File: src/rtl/vl_strip_pkg.sv
package vl_strip_pkg;

  typedef enum logic {
    ST_IDLE = 1'b0,
    ST_RUN  = 1'b1
  } seqState_t;

  // Strobes from control to datapath
  typedef struct packed {
    logic load;     // capture count and bases, clear segment counter
    logic advance;  // retire the offered segment
  } seqStrobe_t;

endpackage

File: src/rtl/vl_strip_ctrl.sv
module vl_strip_ctrl
  import vl_strip_pkg::*;
(
  input  logic       clk,
  input  logic       rst_n,
  input  logic       start,
  input  logic       segReady,
  input  logic       remZero,
  output seqStrobe_t strobe,
  output logic       segValid,
  output logic       busy,
  output logic       done
);

  seqState_t state, nextState;

  always_ff @(posedge clk or negedge rst_n) begin
    if (!rst_n) state <= ST_IDLE;
    else        state <= nextState;
  end

  always_comb begin
    strobe    = '0;
    nextState = state;
    case (state)
      ST_IDLE: begin
        if (start) begin
          strobe.load = 1'b1;
          nextState   = ST_RUN;
        end
      end
      ST_RUN: begin
        if (remZero)       nextState      = ST_IDLE;
        else if (segReady) strobe.advance = 1'b1;
      end
      default: nextState = ST_IDLE;
    endcase
  end

  assign busy     = (state == ST_RUN);
  assign segValid = busy && !remZero;
  assign done     = busy && remZero;

endmodule

File: src/rtl/vl_strip_dpath.sv
module vl_strip_dpath
  import vl_strip_pkg::*;
#(
  parameter int MAX_VL     = 64,
  parameter int ELEM_BYTES = 8,
  parameter int CNT_W      = 16,
  parameter int PTR_W      = 32,
  parameter int NUM_STR    = 2,
  localparam int LOG_VL    = $clog2(MAX_VL),
  localparam int VL_W      = LOG_VL + 1,
  localparam int LOG_EB    = $clog2(ELEM_BYTES)
) (
  input  logic                          clk,
  input  logic                          rst_n,
  input  seqStrobe_t                    strobe,
  input  logic [CNT_W-1:0]              elemCount,
  input  logic [NUM_STR-1:0][PTR_W-1:0] baseVec,
  output logic                          remZero,
  output logic [VL_W-1:0]               segLen,
  output logic [NUM_STR-1:0][PTR_W-1:0] ptrVec,
  output logic [CNT_W-1:0]              segCount
);

  logic [CNT_W-1:0]  remaining;
  logic [LOG_VL-1:0] remLow;
  logic [PTR_W-1:0]  byteStep;

  // Only the first segment can be partial: after it, remaining is a multiple of MAX_VL
  assign remLow   = remaining[LOG_VL-1:0];
  assign remZero  = (remaining == '0);
  assign segLen   = (remLow == '0) ? VL_W'(MAX_VL) : {1'b0, remLow};
  assign byteStep = PTR_W'(segLen) << LOG_EB;

  always_ff @(posedge clk or negedge rst_n) begin
    if (!rst_n) begin
      remaining <= '0;
      segCount  <= '0;
    end else if (strobe.load) begin
      remaining <= elemCount;
      segCount  <= '0;
    end else if (strobe.advance) begin
      remaining <= remaining - CNT_W'(segLen);
      segCount  <= segCount + 1'b1;
    end
  end

  for (genvar s = 0; s < NUM_STR; s++) begin : g_stream
    always_ff @(posedge clk or negedge rst_n) begin
      if (!rst_n)              ptrVec[s] <= '0;
      else if (strobe.load)    ptrVec[s] <= baseVec[s];
      else if (strobe.advance) ptrVec[s] <= ptrVec[s] + byteStep;
    end
  end

endmodule

File: src/rtl/vl_strip_seq.sv
module vl_strip_seq
  import vl_strip_pkg::*;
#(
  parameter int MAX_VL     = 64,
  parameter int ELEM_BYTES = 8,
  parameter int CNT_W      = 16,
  parameter int PTR_W      = 32,
  localparam int VL_W      = $clog2(MAX_VL) + 1
) (
  input  logic             clk,
  input  logic             rst_n,
  input  logic             start,
  input  logic [CNT_W-1:0] elemCount,
  input  logic [PTR_W-1:0] srcBase,
  input  logic [PTR_W-1:0] dstBase,
  output logic             segValid,
  input  logic             segReady,
  output logic [VL_W-1:0]  segLen,
  output logic [PTR_W-1:0] segSrc,
  output logic [PTR_W-1:0] segDst,
  output logic             busy,
  output logic             done,
  output logic [CNT_W-1:0] segCount
);

  localparam int NUM_STR = 2;

  seqStrobe_t                    strobe;
  logic                          remZero;
  logic [NUM_STR-1:0][PTR_W-1:0] baseVec;
  logic [NUM_STR-1:0][PTR_W-1:0] ptrVec;

  assign baseVec[0] = srcBase;
  assign baseVec[1] = dstBase;
  assign segSrc     = ptrVec[0];
  assign segDst     = ptrVec[1];

  vl_strip_ctrl u_ctrl (
    .clk      (clk),
    .rst_n    (rst_n),
    .start    (start),
    .segReady (segReady),
    .remZero  (remZero),
    .strobe   (strobe),
    .segValid (segValid),
    .busy     (busy),
    .done     (done)
  );

  vl_strip_dpath #(
    .MAX_VL     (MAX_VL),
    .ELEM_BYTES (ELEM_BYTES),
    .CNT_W      (CNT_W),
    .PTR_W      (PTR_W),
    .NUM_STR    (NUM_STR)
  ) u_dpath (
    .clk       (clk),
    .rst_n     (rst_n),
    .strobe    (strobe),
    .elemCount (elemCount),
    .baseVec   (baseVec),
    .remZero   (remZero),
    .segLen    (segLen),
    .ptrVec    (ptrVec),
    .segCount  (segCount)
  );

endmodule

File: config.mk
export PLATFORM = sky130hd
export DESIGN_NAME = vl_strip_seq
export DESIGN_NICKNAME = d
export VERILOG_FILES = /design/src/rtl/vl_strip_pkg.sv /design/src/rtl/vl_strip_ctrl.sv /design/src/rtl/vl_strip_dpath.sv /design/src/rtl/vl_strip_seq.sv
export SDC_FILE = /design/constraint.sdc
export NUM_CORES = 1
export LEC_CHECK = 0
export BUFFER_PORTS_ARGS = -buffer_cell sky130_fd_sc_hd__buf_2
export CAP_MARGIN = 20
export CORE_MARGIN = 2
export CORE_UTILIZATION = 45
export DETAILED_ROUTE_END_ITERATION = 16
export GPL_ROUTABILITY_DRIVEN = 0
export PLACE_DENSITY = 0.75
export SLEW_MARGIN = 20
export SYNTH_ARGS = -nofsm -noshare
export SYNTH_HDL_FRONTEND = slang
export SYNTH_HIERARCHICAL = 1
export SYNTH_SLANG_ARGS = --single-unit
File: constraint.sdc
create_clock -name clk -period 3.3 [get_ports clk]
set_input_delay 0.495 -clock clk [delete_from_list [all_inputs] [get_ports clk]]
set_output_delay 0.495 -clock clk [all_outputs]
set_load 0.01 [all_outputs]
==> impl_metrics.py <==
metrics = {
    "status": {
        "status": "completed",
    },
    "floorplanning": {
        "start_util_pct": 45.82,
        "die_h_um": 122.4,
        "row_count": 43,
        "core-area_um2": 13770,
        "die_width_um": 122.4,
        "dieArea_um2": 14990,
        "ios": 174,
    },
    "sta": {
        "rsz0062_at_grt": "false",
        "finalSetupViolCount": 0,
        "fmax_mhz": 332.9,
        "fin_setup_tns_ns": 0,
        "tightestPinTransition_ns": 0.7572,
        "slew-limit-headroom_pct": 49.13,
        "hold_violations": 0,
        "slew_violations": 0,
        "finClkSkew_ns": 0.008511,
        "final.period_utilization_pct": 91.02,
        "period_needed_ns": 3.004,
    },
    "placement": {
        "portBuffers": 173,
        "post-place-cells": 1065,
        "hpwl_um": 12810,
    },
    "worst_setup_path": {
        "worst_ep_arrival_time_ns": 3.20,
        "crit_chain": "nor4_1 -> nand2b_1 -> nor4_1 -> nor2b_4 -> and2_1 -> buf_4 -> o2111a_1 -> buf_4 -> and3_1 -> nand4b_1 -> a31oi_1",
        "crit_family": "simple AND/OR/NAND/NOR gates",
        "critPathSlowestCell": "nor4_1",
        "reg2regPathDepth": 11,
        "worstSetupPathType": "reg -> reg",
        "cp-startpoint": "u_dpath/remaining[13]",
        "timing.rr.start": "u_dpath/remaining[13]",
        "r2r_end": "u_dpath/ptrVec[58]",
        "startpoint_type": "register",
        "endpoint_kind": "register",
        "critPathCapture": "u_dpath/ptrVec[58]",
        "critical_path.max_fanout": 15,
        "critical_path_depth": 11,
        "slowest_delay_ns": 0.55,
        "cp.required_ns": 3.50,
        "worst-r2r-setup-slack_ns": 0.30,
        "critPathBufInv": 2,
    },
    "finish": {
        "regArea_um2": 2427,
        "fin_nets": 995,
        "area_growth_syn_to_layout_pct": 21.27,
        "drive_gt1_share_pct": 24.97,
        "multi_input_area_um2": 3622,
        "fin_cells": 1084,
        "fill_cells": 1327,
    },
    "clocking": {
        "clock_tree.buffer_depth": 2,
        "cts.hold.buffers_added": 0,
        "cts-resized-gates": 0,
        "postCtsSetupBuffers": 0,
        "clkSinkCount": 97,
        "clk_latency_ns": 0.35,
        "root_buffer": "clkbuf_16",
        "clk_pin_slew_ns": 0.07,
        "numCtsBuffers": 9,
        "htree_levels": 3,
        "cts_tree": "built",
    },
    "drt": {
        "wl_per_cell_um": 16.74,
        "drt-total-wl_um": 18150,
        "vias": 6453,
        "drt_iter0_markers": 508,
        "vias_per_cell": 5.953,
        "drc": 0,
        "ant_nets": 0,
        "firstDrtPassIters": 6,
    },
    "synthesis": {
        "ys_ff_latch": 97,
        "async_flop_share_pct": 100.0,
        "syn-cell-area_um2": 6311,
        "ys_warn_count": 6,
        "synth_cell_type_count": 71,
        "synth-edff-count": 0,
        "syn_avg_cell_area_um2": 8.460,
        "synthCells": 746,
        "yosysSeqAreaShare_pct": 38.46,
        "synthFlopType": "dfrtp_1",
    },
    "run": {
        "drv_cap": 0,
    },
    "grt": {
        "track_usage_pct": 24.27,
        "overflow": 0,
        "grt_max_degree": 109,
        "grt_pass1_vias": 5777,
        "grt_pass1_wl_um": 28790,
        "antenna_found_initial": 3,
    },
    "power_and_ir_drop": {
        "worst_ir_drop_vdd_v": 0.0003616,
        "pwr_density_cell_nw_per_um2": 793.8,
        "total_leakage_power_nw": 3.284,
    },
    "worst_hold_path": {
        "hold_class": "in -> async",
    },
}
## state kept, by name, summed over array words and instances, names as in the netlist
name	cells
u_dpath/segCount	16
u_ctrl/busy	1
u_dpath/ptrVec	64
u_dpath/remaining	16
## cells by family (layout without fill, tap and decap cells)
kind of cell    count (synthesis)  in the layout  synth area share [%]
compound gates                201            201                 21.59
xor+xnor                       23             23                 3.192
fa+ha+maj                      16             16                 3.370
buf+inv                        69            223                 4.322
flops                          97             97                 38.46
mux                            12             12                 2.042
other cells                     1              5               0.05942
simple gates                  327            327                 26.96
## per-layer routing
| layer | track usage [%] | part of all wire (%) |
|---|---|---|
| met5 | 0 | 0 |
| met4 | 10.70 | 2.2 |
| met3 | 3.532 | 6.1 |
| met2 | 39.65 | 48 |
| met1 | 32.02 | 43 |
## power by group
part           leakage [nW]  internal (mW)  switching (mW)
Combinational          2.06           1.20            1.71
Sequential             1.09           1.59           0.510
Clock                 0.143          0.591           0.469
Total                  3.28           3.38            2.69
## cell usage in the layout, fill, tap and decap left out, types with 19 or more instances in the layout
master / n
nand4_1: 27
o21ai_0: 57
nor2_1: 54
dfrtp_1: 97
nor2b_1: 20
inv_1: 19
nor3_1: 29
nand2_1: 68
a31oi_1: 23
nand3_1: 57
buf_2: 172
## through the flow
step | total power [mW] | cell area, um2 | hold slack [ns] | setup slack (ns) | util [%]
after floorplan | 4.053 | 6315 | 0.1994 | 0.5126 | -
after global placement | 4.947 | 7348 | 0.4851 | 0.4643 | 53.35
after detailed placement | 5.005 | 7348 | 0.4917 | 0.3191 | 53.35
after CTS | 6.086 | 7646 | 0.1725 | 0.2958 | 55.51
after global routing | 6.559 | 7654 | 0.1981 | 0.06791 | 55.57
final | 6.075 | 7654 | 0.1514 | 0.2964 | 55.57
## synth_stat cells, drive strengths merged (18+ instances only)
master  count  area share [%]
a21oi      18             1.4
a22oi      18             2.1
a31oi      23             2.3
clkbuf     38             2.3
dfrtp      97              38
inv        20             1.2
nand2      68             4.0
nand3      58             4.7
nand4      28             2.9
nor2       54             3.2
nor2b      22             2.3
nor3       29             2.3
o211ai     18             2.1
o21ai      62             4.9
## final cells by class
cell class                 count  share of cell area [%]
clock buffer                  10                   2.992
antenna                        3                 0.09809
clock inverter                 6                  0.8991
inverter                      20                  0.9809
multi-input combinational    581                   47.33
sequential                    97                   31.71
tap                          180                   2.943
timing repair buffer         187                   13.05
## worst min-delay path by stage
| stage | start | end | slack (ns) | cells past startpoint |
|---|---|---|---|---|
| after floorplan | rst_n | u_ctrl/busy | 0.20 | 0 |
| after global placement | u_dpath/ptrVec[32] | u_dpath/ptrVec[32] | 0.49 | 1 |
| after detailed placement | u_dpath/ptrVec[34] | u_dpath/ptrVec[34] | 0.49 | 1 |
| after CTS | rst_n | u_dpath/remaining[2] | 0.17 | 1 |
| after global routing | rst_n | u_dpath/remaining[2] | 0.20 | 1 |
| final | rst_n | u_dpath/remaining[2] | 0.15 | 1 |
(Power assumes the default switching activity.)
